--- config.mk ---
export PLATFORM = sky130hd
export DESIGN_NAME = calseq_top
export DESIGN_NICKNAME = d
export VERILOG_FILES = /design/src/rtl/calseq_pkg.sv /design/src/rtl/calseq_dly_unit.sv /design/src/rtl/calseq_fanout.sv /design/src/rtl/calseq_top.sv
export SDC_FILE = /design/constraint.sdc
export NUM_CORES = 1
export LEC_CHECK = 0
export ABC_AREA = 1
export BUFFER_PORTS_ARGS = -buffer_cell sky130_fd_sc_hd__buf_2
export CAP_MARGIN = 20
export CORE_MARGIN = 2
export CORE_UTILIZATION = 45
export CTS_BUF_LIST = sky130_fd_sc_hd__clkbuf_4 sky130_fd_sc_hd__clkbuf_8 sky130_fd_sc_hd__clkbuf_16
export CTS_CLUSTER_SIZE = 28
export DETAILED_ROUTE_END_ITERATION = 10
export GPL_ROUTABILITY_DRIVEN = 1
export PLACE_DENSITY = 0.68
export RECOVER_POWER = 25
export SKIP_CTS_REPAIR_TIMING = 1
export SYNTH_ARGS = -nofsm -noshare
export SYNTH_HDL_FRONTEND = slang
export SYNTH_SLANG_ARGS = --single-unit
--- constraint.sdc ---
create_clock -name clk -period 1.89 [get_ports clk]
set_input_delay 0 -clock clk [delete_from_list [all_inputs] [get_ports clk]]
set_output_delay 0 -clock clk [all_outputs]
set_load 0.01 [all_outputs]
--- src/rtl/calseq_pkg.sv ---
package calseq_pkg;

    // Path indices: which delay path belongs to which strobe and pulse
    localparam int IDX_EXT = 0;
    localparam int IDX_INJ = 1;

    // Manual command bit positions (decoded by the command logic)
    localparam int CMD_INJ  = 0;
    localparam int CMD_EXT  = 1;
    localparam int CMD_TL1A = 2;
    localparam int CMD_BC0  = 5;

    typedef enum logic [1:0] {
        CNT_IDLE   = 2'd0,
        CNT_RUN    = 2'd1,
        CNT_EXPIRE = 2'd2
    } cnt_phase_e;

endpackage

--- src/rtl/calseq_dly_unit.sv ---
module calseq_dly_unit #(
    parameter int CNT_W = 5
) (
    input  logic             clk,
    input  logic             rst_n,
    input  logic             start_i,
    input  logic             tick_i,
    input  logic [CNT_W-1:0] val_i,
    output logic             fire_o
);
    import calseq_pkg::*;

    typedef struct packed {
        logic             armed;
        logic [CNT_W-1:0] cnt;
        logic             fire;
    } unit_st_t;

    unit_st_t   st_d, st_q;
    cnt_phase_e phase;

    // The start cycle counts as the first tick when the tick is present
    always_comb begin
        phase = CNT_IDLE;
        if (start_i) begin
            if (tick_i && (val_i == '0)) begin
                phase = CNT_EXPIRE;
            end else begin
                phase = CNT_RUN;
            end
        end else if (st_q.armed && tick_i) begin
            phase = (st_q.cnt == '0) ? CNT_EXPIRE : CNT_RUN;
        end
    end

    always_comb begin
        st_d      = st_q;
        st_d.fire = 1'b0;
        unique case (phase)
            CNT_EXPIRE: begin
                st_d.fire  = 1'b1;
                st_d.armed = 1'b0;
            end
            CNT_RUN: begin
                st_d.armed = 1'b1;
                if (start_i) begin
                    st_d.cnt = tick_i ? (val_i - CNT_W'(1)) : val_i;
                end else begin
                    st_d.cnt = st_q.cnt - CNT_W'(1);
                end
            end
            default: begin
            end
        endcase
    end

    always_ff @(posedge clk) begin
        if (!rst_n) begin
            st_q <= '0;
        end else begin
            st_q <= st_d;
        end
    end

    assign fire_o = st_q.fire;

    AST_FIRE_ON_TICK: assert property (@(posedge clk) disable iff (!rst_n)
        st_q.fire |-> $past(tick_i)) else $error("fire without tick");

    AST_DISARM_ON_FIRE: assert property (@(posedge clk) disable iff (!rst_n)
        st_q.fire |-> !st_q.armed) else $error("still armed after fire");

    AST_CNT_STEP: assert property (@(posedge clk) disable iff (!rst_n)
        (st_q.armed && $past(st_q.armed) && !$past(start_i) && $past(tick_i))
        |-> (st_q.cnt == $past(st_q.cnt) - CNT_W'(1))) else $error("count step");

    AST_CNT_HOLD: assert property (@(posedge clk) disable iff (!rst_n)
        (st_q.armed && !$past(tick_i) && !$past(start_i)) |-> $stable(st_q.cnt))
        else $error("count moved without tick");

endmodule

--- src/rtl/calseq_fanout.sv ---
module calseq_fanout #(
    parameter int N_BOARD = 7,
    parameter int CAB_CYC = 2
) (
    input  logic               clk,
    input  logic               rst_n,
    input  logic               trig_i,
    input  logic               bc0_i,
    input  logic               cable_i,
    input  logic [N_BOARD:0]   kill_i,
    output logic               l1a_o,
    output logic [N_BOARD-1:0] match_o,
    output logic               bc0_o
);

    typedef struct packed {
        logic [CAB_CYC-1:0] trig;
        logic [CAB_CYC-1:0] bc0;
    } pipe_t;

    pipe_t pipe_d, pipe_q;
    logic  sel_trig;

    always_comb begin
        pipe_d         = pipe_q;
        pipe_d.trig[0] = trig_i;
        pipe_d.bc0[0]  = bc0_i;
        for (int i = 1; i < CAB_CYC; i++) begin
            pipe_d.trig[i] = pipe_q.trig[i-1];
            pipe_d.bc0[i]  = pipe_q.bc0[i-1];
        end
    end

    always_ff @(posedge clk) begin
        if (!rst_n) begin
            pipe_q <= '0;
        end else begin
            pipe_q <= pipe_d;
        end
    end

    assign sel_trig = cable_i ? pipe_q.trig[CAB_CYC-1] : trig_i;
    assign bc0_o    = cable_i ? pipe_q.bc0[CAB_CYC-1]  : bc0_i;
    assign l1a_o    = sel_trig & ~kill_i[0];

    for (genvar b = 0; b < N_BOARD; b++) begin : g_match
        assign match_o[b] = sel_trig & ~kill_i[b+1];
    end

    AST_CABLE_BC0_LAG: assert property (@(posedge clk) disable iff (!rst_n)
        (cable_i && bc0_o) |-> $past(bc0_i, CAB_CYC)) else $error("bc0 lag");

    AST_CABLE_TRIG_LAG: assert property (@(posedge clk) disable iff (!rst_n)
        (cable_i && l1a_o) |-> $past(trig_i, CAB_CYC)) else $error("trigger lag");

endmodule

--- src/rtl/calseq_top.sv ---
module calseq_top
    import calseq_pkg::*;
#(
    parameter int PDLY_W  = 5,
    parameter int TDLY_W  = 4,
    parameter int N_BOARD = 7,
    parameter int CAB_CYC = 2,
    parameter int CMD_W   = 6
) (
    input  logic                clk,
    input  logic                rst_n,
    input  logic                bx_en_i,
    input  logic                cal_ext_stb_i,
    input  logic                cal_inj_stb_i,
    input  logic [PDLY_W-1:0]   ext_dly_i,
    input  logic [PDLY_W-1:0]   inj_dly_i,
    input  logic [TDLY_W-1:0]   trig_dly_i,
    input  logic                cal_mode_i,
    input  logic                mask_pls_i,
    input  logic [N_BOARD:0]    kill_i,
    input  logic                cable_dly_i,
    input  logic                man_wr_i,
    input  logic [CMD_W-1:0]    man_cmd_i,
    output logic                ext_pls_o,
    output logic                inj_pls_o,
    output logic                l1a_o,
    output logic [N_BOARD-1:0]  l1a_match_o,
    output logic                bc0_o
);

    localparam int N_PATH = 2;

    typedef struct packed {
        logic [N_PATH-1:0] stb_prev;
        logic [N_PATH-1:0] man_pls;
        logic              man_l1a;
        logic              man_bc0;
    } top_st_t;

    top_st_t           st_d, st_q;
    logic [N_PATH-1:0] stb_now, stb_rise, path_fire, path_evt, trig_start, trig_fire;
    logic [PDLY_W-1:0] path_dly [N_PATH];
    logic              core_trig;

    always_comb begin
        stb_now[IDX_EXT]  = cal_ext_stb_i;
        stb_now[IDX_INJ]  = cal_inj_stb_i;
        path_dly[IDX_EXT] = ext_dly_i;
        path_dly[IDX_INJ] = inj_dly_i;
    end

    always_comb begin
        st_d          = st_q;
        st_d.stb_prev = stb_now;
        st_d.man_pls  = '0;
        st_d.man_l1a  = 1'b0;
        st_d.man_bc0  = 1'b0;
        if (man_wr_i) begin
            st_d.man_pls[IDX_INJ] = man_cmd_i[CMD_INJ];
            st_d.man_pls[IDX_EXT] = man_cmd_i[CMD_EXT];
            st_d.man_l1a          = man_cmd_i[CMD_TL1A];
            st_d.man_bc0          = man_cmd_i[CMD_BC0];
        end
    end

    always_ff @(posedge clk) begin
        if (!rst_n) begin
            st_q <= '0;
        end else begin
            st_q <= st_d;
        end
    end

    assign stb_rise   = stb_now & ~st_q.stb_prev;
    assign path_evt   = path_fire | st_q.man_pls;
    assign trig_start = path_evt & {N_PATH{cal_mode_i}};

    for (genvar g = 0; g < N_PATH; g++) begin : g_path
        calseq_dly_unit #(.CNT_W(PDLY_W)) u_pulse_dly (
            .clk     (clk),
            .rst_n   (rst_n),
            .start_i (stb_rise[g]),
            .tick_i  (1'b1),
            .val_i   (path_dly[g]),
            .fire_o  (path_fire[g])
        );
        calseq_dly_unit #(.CNT_W(TDLY_W)) u_trig_dly (
            .clk     (clk),
            .rst_n   (rst_n),
            .start_i (trig_start[g]),
            .tick_i  (bx_en_i),
            .val_i   (trig_dly_i),
            .fire_o  (trig_fire[g])
        );
    end

    assign ext_pls_o = path_evt[IDX_EXT] & ~mask_pls_i;
    assign inj_pls_o = path_evt[IDX_INJ] & ~mask_pls_i;
    assign core_trig = (|trig_fire) | st_q.man_l1a;

    calseq_fanout #(.N_BOARD(N_BOARD), .CAB_CYC(CAB_CYC)) u_fanout (
        .clk     (clk),
        .rst_n   (rst_n),
        .trig_i  (core_trig),
        .bc0_i   (st_q.man_bc0),
        .cable_i (cable_dly_i),
        .kill_i  (kill_i),
        .l1a_o   (l1a_o),
        .match_o (l1a_match_o),
        .bc0_o   (bc0_o)
    );

    AST_MAN_BC0: assert property (@(posedge clk) disable iff (!rst_n)
        ($past(man_wr_i && man_cmd_i[CMD_BC0]) && !cable_dly_i) |-> bc0_o)
        else $error("manual bc0 missing");

endmodule

==> summary.md <==
| Metric | Value |
|---|---|
| Rows | `25` |
| Share of cells above drive strength 1 | `19.1%` |
| Power, Total | `2.07 mW` |
| Top_reg_cell synth | `dfxtp_1` |
| Max Cap Viol | `0` |
| Final Slew Violations | `0` |
| First-pass GRT wire length | `7770 um` |
| Clk_skew | `0.00782 ns` |
| Total CTS buffers | `5` |
| Hold_ws | `0.0102 ns` |
| Psw | `0.637 mW` |
| First-iteration detailed-routing DRC count | `95` |
| Sequential power share | `42.1%` |
| Sequential fraction of the synthesis area | `32.3%` |
| Leakage power | `1.49 nW` |
| Final setup margin | `0.182 ns` |
| Initial antenna violation count | `0` |
| I/O Pins | `48` |
| GRT Total Usage | `17.9%` |
| Crit path kind | `reg2reg` |
| R2r worst-path depth | `11` |
| Finished Cell Area | `2730 um2` |
| Sw Ratio | `30.8%` |
| Number of synthesized flops with an enable pin | `0` |
| Stages on worst setup path | `11` |
| Clk pin slew, worst setup/hold paths | `0.08 ns` |
| Yosys warning total | `0` |
| H-Tree Depth | `2` |
| Largest net degree at the start of global routing | `16` |
| Worst r2r dst | `g_path[0].u_trig_dly.st_q[1]` |
| # port buffers | `45` |
| Die height | `74.4 um` |
| CTS sink cnt | `36` |
| Highest routed layer | `met4` |
| Worst path max stage delay | `0.36 ns` |
| Vias per std cell | `4.56` |
| Worst Setup End Kind | `flip-flop` |
| Rel. slew slack | `56.7%` |
| Final WL | `4640 um` |
| Syn Area/Cell | `6.28 um2` |
| Clock group share of total power | `32.5%` |
| Chip Width | `74.4 um` |
| CP Max Fanout | `5` |
| Pwr dens | `759 nW/um2` |
| Arr. time, crit path | `1.90 ns` |
| Met3 Wirelength | `125 um` |
| Clk root buf | `clkbuf_8` |
| TritonCTS clock tree | `yes` |
| Status | `complete, no violations` |
| Final setup violation count | `0` |
| CP required | `2.08 ns` |
| Most frequent CP cell | `inv_1` |
| Clock tree buffer depth | `2` |
| Critical Path Source Type | `flip-flop` |
| Post-synth ARST share | `0%` |
| Most frequent cells in the layout | `92 x nand2_1, 73 x inv_1, 43 x buf_2` |
| Reg2Reg Setup Slack | `0.18 ns` |
| DP Area | `2530 um2` |
| Starting density of the core | `46.9%` |
| CP max-delay cell | `dfxtp_1` |
| Synth cell types | `22` |
| Final net count | `460` |
| Cell family with most CP delay | `adder cells` |
| Detailed placer's ending HPWL | `3630 um` |
| Layout Area Growth over Synthesis | `22.3%` |
| M1 WL | `2190 um` |
| Routed vias | `2191` |
| Full die area | `5530 um2` |
| Mapped Area | `2230 um2` |
| Crit share post-route | `90.4%` |
| Dpl ws | `0.0972 ns` |
| Fin. Hold Viols | `0` |
| Hold WC Path Type | `in2reg` |
| Per-cell routed wire length | `9.67 um` |
| Worst Path Buf+Inv | `5` |
| GP Congestion | `0.862` |
| Clock latency on the worst-skew pair | `0.29 ns` |
| Worst vdd rail ir drop | `0.514 mV` |
| GRT overflow | `0` |
| Critical Path Sink | `g_path[0].u_trig_dly.st_q[1]` |
| Mapped Cells | `355` |
| #FFs+latches synth | `36` |
| Util after Layout | `57.3%` |
| Tmin final | `1.71 ns` |
| Synth Net Count | `403` |
| N_diodes | `0` |
| Most common cell after layout, fill and taps aside | `nand2_1` |
| Worst Setup SP | `g_path[0].u_trig_dly.st_q[1]` |
| Core Area | `4750 um2` |
| Cell Chain, Critical Path | `inv_1 -> ha_1 -> inv_1 -> nor2_2 -> nand2_1 -> inv_1 -> o22ai_1 -> ha_2 -> inv_2 -> o21ai_0 -> inv_1` |
| Vias in the first global route | `1906` |
| Worst slew pin tran | `0.649 ns` |
| P_int | `1.43 mW` |
| Routed met2 length | `2260 um` |
| ANT nets after route | `0` |
| DRT Pass-1 Iters | `4` |
| Residual DRC count | `0` |
| Maximum clock rate | `586 MHz` |
| Logic gate share of total power | `25.4%` |
| R2r startpoint | `g_path[0].u_trig_dly.st_q[1]` |
-- worst reg2reg max path, delay by kind of cell (launching register included) --
kind / cells / cell delay, ns
AO/OA/AOI/OAI: 2 / 0.34
buffers and inverters: 5 / 0.30
adder cells (fa/ha/maj): 2 / 0.47
AND/OR/NAND/NOR: 2 / 0.13
flip-flops: 1 / 0.36
-- cell usage after synthesis (3+ instances only) --
master / instances / area [um2]
a21oi_1: 19 / 95.1
a21oi_2: 4 / 35.0
clkbuf_1: 3 / 11.3
dfxtp_1: 36 / 721
ha_1: 11 / 138
inv_1: 74 / 278
inv_2: 4 / 15.0
nand2_1: 92 / 345
nand2_2: 5 / 31.3
nand3_1: 26 / 130
nand3b_1: 5 / 37.5
nor2_1: 42 / 158
o21ai_0: 16 / 80.1
o22ai_1: 4 / 25.0
xor2_1: 3 / 26.3
-- worst min-delay path by stage --
stage	startpoint	endpoint	cells past startpoint	slack (ns)
2_1_floorplan	mask_pls_i	ext_pls_o	1	0.04
3_3_place_gp	man_cmd_i[0]	st_q[3]	3	0.22
3_5_place_dp	man_cmd_i[0]	st_q[3]	3	0.22
4_1_cts	man_cmd_i[0]	st_q[3]	3	-0.09
5_1_grt	man_wr_i	st_q[1]	3	0.02
6_report	man_wr_i	st_q[2]	3	0.01
-- stage by stage --
stage,setup TNS [ns],cells
after detailed placement,0,466
after floorplan,0,355
after CTS,0,474
after global routing,-0.00933,480
after global placement,0,466
final,0,480
-- flip-flops by register name (all words and copies together), names as in the netlist --
signal                     cells
g_path.u_pulse_dly.st_q       12
u_fanout.pipe_q                2
g_path.u_pulse_dly.fire_o      2
g_path.u_trig_dly.st_q        10
u_fanout.pipe_d                2
st_q                           6
g_path.u_trig_dly.fire_o       2
-- area by class of cell --
| type | instances | area [um2] |
|---|---|---|
| Timing Repair Buffer | 55 | 309 |
| Clock inverter | 3 | 42.5 |
| Sequential cell | 36 | 721 |
| Multi-Input combinational cell | 236 | 1210 |
| Fill cell | 495 | 2030 |
| Clock buffer | 5 | 68.8 |
| Inverter | 78 | 293 |
| Tap cell | 67 | 83.8 |
-- per-layer routing --
metal / vias to the layer above / track usage (%)
li1: 1192 / -
met1: 969 / 21.9
met2: 22 / 31.0
met3: 8 / 4.34
met4: 0 / 5.95
met5: - / 0
-- kinds of logic after synthesis --
kind of cell	share of synthesized area, %
buf+inv	14.6
mux	0.505
fa+ha+maj	6.17
compound gates	11.4
simple gates	33.7
flops	32.3
xor+xnor	1.18
-- power groups by stage --
stage	Sequential [mW]	Clock [mW]	Combinational [mW]
after floorplan	0.877	0	0.385
after global placement	0.886	0	0.498
after detailed placement	0.888	0	0.508
after CTS	0.870	0.685	0.512
after global routing	0.879	0.716	0.620
final	0.870	0.673	0.526
No activity file was read; power rests on OpenSTA's default activity.
